[src/rtl/cla_grp_pkg.sv]
// Package: shared constants and types for the grouped carry-lookahead adder.
// Assumes: every slice is exactly GROUP_BITS wide.
package cla_grp_pkg;

    // Number of bit positions resolved by one lookahead slice.
    localparam int unsigned GROUP_BITS = 3;

    // Per-bit generate and propagate pair.
    typedef struct packed {
        logic gen;
        logic prop;
    } pg_t;

    // Number of slices for a given width.
    function automatic int unsigned group_count(input int unsigned width);
        return width / GROUP_BITS;
    endfunction

endpackage

[src/rtl/cla_pg_cell.sv]
// Module: one-bit generate/propagate former.
// Does: gen = a AND b, prop = a OR b (the inclusive-OR form of propagate).
// Assumes: nothing; purely combinational.
module cla_pg_cell
    import cla_grp_pkg::*;
(
    input  logic bit_a,
    input  logic bit_b,
    output pg_t  pg
);

    // Form the pair for this bit position.
    always_comb begin
        pg.gen  = bit_a & bit_b;
        pg.prop = bit_a | bit_b;
    end

endmodule

[src/rtl/cla_group_lookahead.sv]
// Module: full carry lookahead across one slice.
// Does: produces the carry out of every bit in the slice as a flat
//       sum of products of generate/propagate terms and the slice carry-in.
// Assumes: GB is small (three by default), so the flat form stays shallow.
module cla_group_lookahead
    import cla_grp_pkg::*;
#(
    parameter int unsigned GB = GROUP_BITS
) (
    input  pg_t [GB-1:0] pg_vec,
    input  logic         grp_cin,
    output logic [GB-1:0] carry_vec
);

    // Carry out of bit idx: OR over j<=idx of gen[j]·prop[j+1..idx], plus prop[0..idx]·cin.
    function automatic logic la_carry(input pg_t [GB-1:0] pv,
                                      input logic cin,
                                      input int unsigned idx);
        logic acc;
        logic term;
        acc = cin;
        for (int unsigned k = 0; k < GB; k++) begin
            if (k <= idx) acc = acc & pv[k].prop;
        end
        for (int unsigned j = 0; j < GB; j++) begin
            if (j <= idx) begin
                term = pv[j].gen;
                for (int unsigned k = 0; k < GB; k++) begin
                    if (k > j && k <= idx) term = term & pv[k].prop;
                end
                acc = acc | term;
            end
        end
        return acc;
    endfunction

    // One flat product-sum per carry of the slice.
    for (genvar i = 0; i < GB; i++) begin : g_carry
        assign carry_vec[i] = la_carry(pg_vec, grp_cin, i);
    end

endmodule

[src/rtl/cla_sum_slice.sv]
// Module: sum bits of one slice.
// Does: sum[i] = a[i] XOR b[i] XOR carry entering bit i.
// Assumes: cin_vec[i] is the carry into bit i, already resolved.
module cla_sum_slice #(
    parameter int unsigned GB = 3
) (
    input  logic [GB-1:0] slice_a,
    input  logic [GB-1:0] slice_b,
    input  logic [GB-1:0] cin_vec,
    output logic [GB-1:0] slice_sum
);

    // Three-input parity per bit.
    always_comb begin
        slice_sum = slice_a ^ slice_b ^ cin_vec;
    end

endmodule

[src/rtl/cla_group_adder.sv]
// Module: top of the grouped carry-lookahead adder.
// Does: splits WIDTH bits into slices of GROUP_BITS with full lookahead inside
//       each slice and a ripple of slice carries from the least to the most significant.
// Assumes: WIDTH is a multiple of GROUP_BITS; otherwise elaboration fails.
module cla_group_adder
    import cla_grp_pkg::*;
#(
    parameter int unsigned WIDTH = 30
) (
    input  logic [WIDTH-1:0] op_a,
    input  logic [WIDTH-1:0] op_b,
    input  logic             carry_in,
    output logic [WIDTH-1:0] sum_out,
    output logic             carry_out
);

    localparam int unsigned GB      = GROUP_BITS;
    localparam int unsigned NGROUPS = group_count(WIDTH);

    // Reject widths that do not split evenly into slices.
    if ((WIDTH % GB) != 0 || WIDTH == 0) begin : g_bad_width
        $error("cla_group_adder: WIDTH must be a nonzero multiple of 3");
    end

    // Slice carries: entry k enters slice k, entry NGROUPS leaves the top.
    logic [NGROUPS:0] grp_carry;

    assign grp_carry[0] = carry_in;

    for (genvar g = 0; g < NGROUPS; g++) begin : g_slice
        pg_t  [GB-1:0] pg_vec;
        logic [GB-1:0] c_out_vec;
        logic [GB-1:0] c_in_vec;

        for (genvar b = 0; b < GB; b++) begin : g_bit
            cla_pg_cell u_pg (
                .bit_a (op_a[g*GB + b]),
                .bit_b (op_b[g*GB + b]),
                .pg    (pg_vec[b])
            );
        end

        cla_group_lookahead #(.GB(GB)) u_la (
            .pg_vec    (pg_vec),
            .grp_cin   (grp_carry[g]),
            .carry_vec (c_out_vec)
        );

        // Carry entering each bit: slice carry for bit 0, lookahead carries above.
        assign c_in_vec = {c_out_vec[GB-2:0], grp_carry[g]};

        cla_sum_slice #(.GB(GB)) u_sum (
            .slice_a   (op_a[g*GB +: GB]),
            .slice_b   (op_b[g*GB +: GB]),
            .cin_vec   (c_in_vec),
            .slice_sum (sum_out[g*GB +: GB])
        );

        assign grp_carry[g+1] = c_out_vec[GB-1];
    end

    assign carry_out = grp_carry[NGROUPS];

endmodule

[config.mk]
export PLATFORM = sky130hd
export DESIGN_NAME = cla_group_adder
export DESIGN_NICKNAME = d
export VERILOG_FILES = /design/src/rtl/cla_grp_pkg.sv /design/src/rtl/cla_pg_cell.sv /design/src/rtl/cla_group_lookahead.sv /design/src/rtl/cla_sum_slice.sv /design/src/rtl/cla_group_adder.sv
export SDC_FILE = /design/constraint.sdc
export NUM_CORES = 1
export LEC_CHECK = 0
export ABC_AREA = 1
export BUFFER_PORTS_ARGS = -buffer_cell sky130_fd_sc_hd__buf_2
export CORE_UTILIZATION = 50
export DETAILED_ROUTE_END_ITERATION = 8
export PLACE_DENSITY = 0.93
export SETUP_SLACK_MARGIN = 0.1
export SYNTH_ARGS = -nofsm -noshare
export SYNTH_HDL_FRONTEND = slang
export SYNTH_SLANG_ARGS = --single-unit
[constraint.sdc]
create_clock -name vclk -period 3.8
set_input_delay 0.19 -clock vclk [all_inputs]
set_output_delay 0.19 -clock vclk [all_outputs]
set_load 0.005 [all_outputs]
==> impl_metrics.tcl <==
set metrics [dict create \
    outcome "finished, final reports clean" \
    row_count 23 \
    crit_arrival_ns 3.17 \
    route.detailed.drc 0 \
    fp.coreArea_um2 3970 \
    cp_slowest_cell "fa_1" \
    areaGrowthSynthToFinish_pct 25.3 \
    ant_nets 0 \
    seq_cells 0 \
    max_slew_margin_pct 80.9 \
    ioPinCount 92 \
    grt_max_degree 4 \
    fin_nets 484 \
    num_vias 1827 \
    antenna_found_initial 0 \
    gp_congestion 0.775 \
    hp-start "op_b[6]" \
    port_buffers 92 \
    slew_viol_final 0 \
    synth_area_um2 2070 \
    grt_usage_pct 18.6 \
    rsz0062_at_grt "no" \
    fmax_ghz 0.298 \
    cts_resized 0 \
    wl_met3_um 233 \
    dp.cells 401 \
    cp_data_required_time_ns 3.61 \
    synth-seq-area-share_pct 0 \
    top_layer "met4" \
    wl_met1_um 1470 \
    period_share_pct 88.3 \
    power.density_nw_per_um2 130 \
    synth_top_area_share_pct 36.3 \
    slowest_delay_ns 0.39 \
    cp-end-kind "output pin" \
    wire_per_inst_um 9.92 \
    wl_met2_um 2260 \
    maxCapViolations 0 \
    crit_fanout 3 \
    cp_top_family "simple AND/OR/NAND/NOR gates" \
    syn-num-nets 390 \
    postCtsSetupRepairBufs 0 \
    mostFrequentLayoutCells "99 x inv_1, 92 x buf_2, 60 x ha_1, 14 x nand2_1, 13 x xor2_1" \
    ctsHoldBuffers 0 \
    drive_gt1_share_pct 33.3 \
    cp-start-kind "input pin" \
    yosysTopAreaCell "ha_1" \
    die_w_um 66.3 \
    clkbuf_count 0 \
    avgSynthCellArea_um2 7.98 \
    synth_cells 259 \
    path_common_cell "nand4_4" \
    first_pass_iters 4 \
    drt_wl_total_um 3980 \
    period_needed_ns 3.36 \
    vias_per_cell 4.56 \
    final.setup.tns_ns 0 \
    utilization_pct 65.2 \
    start_util_pct 52.0 \
    dieArea_um2 4400 \
    setup_violations 0 \
    holdCritPathClass "in -> out" \
    layout_commonest_cell "inv_1" \
    synth_area_leaders "ha_1 36%, inv_1 18%, nand4_4 10%" \
    seq_area_um2 0 \
    grt_pass1_wl_um 6710 \
    crit_start "op_a[0]" \
    path_buf_inv 3 \
    synth.distinct_cells 20 \
    crit_type "in -> out" \
    ys_warn_count 0 \
    dpl.hpwl_um 3850 \
    first_global_vias 1768 \
    final_cells 401 \
    first_iter_violations 40 \
    tightestPinTransition_ns 0.286 \
    p_leak_nw 1.59 \
    n_antenna_cell 0 \
    overflow 0 \
    hold_viol_final 0 \
    vdd_ir_drop_max_mv 0.0746 \
    die_h_um 66.3 \
]
==> logic make-up (layout without fill, tap and decap cells) <==
logic type	after synthesis	after routing	share of synthesized area, %
buf+inv	103	195	19.4
xor+xnor	19	19	8.05
compound gates	13	13	3.63
simple gates	54	54	22.9
fa+ha+maj	70	70	46.0
==> per-layer routing <==
metal	GRT usage [%]	up-vias
met1	19.4	828
li1	-	939
met2	40.2	58
met4	1.06	0
met5	0	-
met3	1.90	2
==> area by class of cell <==
| class | instances | area, um2 |
|---|---|---|
| multi-input combinational | 156 | 1670 |
| fill | 346 | 1380 |
| timing repair buffer | 92 | 460 |
| inverter | 103 | 400 |
| tap | 50 | 62.6 |
==> power breakdown <==
part / internal [W] / switching, W / leakage [nW]
registers: 0 / 0 / 0
logic: 0.000164 / 0.000174 / 1.59
clock network: 0 / 0 / 0
total: 0.000164 / 0.000174 / 1.59
==> cells in the mapped netlist, types with 4 or more instances <==
master	instances
a21oi_1	9
fa_1	10
ha_1	60
inv_1	99
nand2_1	14
nand3_1	10
nand4_2	7
nand4_4	10
nor2_1	7
o21bai_1	4
xnor2_1	6
xor2_1	13
==> stage by stage <==
stage               total power (W)  hold slack, ns  instance area [um2]  setup WS (ns)
floorplan                  0.000202           0.532                 2070          0.872
global placement           0.000325           0.746                 2590          0.539
detailed placement         0.000343           0.748                 2590          0.403
CTS                        0.000344           0.748                 2590          0.411
global route               0.000386           0.764                 2590          0.142
finish                     0.000338           0.743                 2590          0.444
==> final timing paths <==
kind | end | cells after the start
hold / removal | sum_out[6] | 3
setup / recovery | sum_out[28] | 25
(Power assumes the default switching activity.)
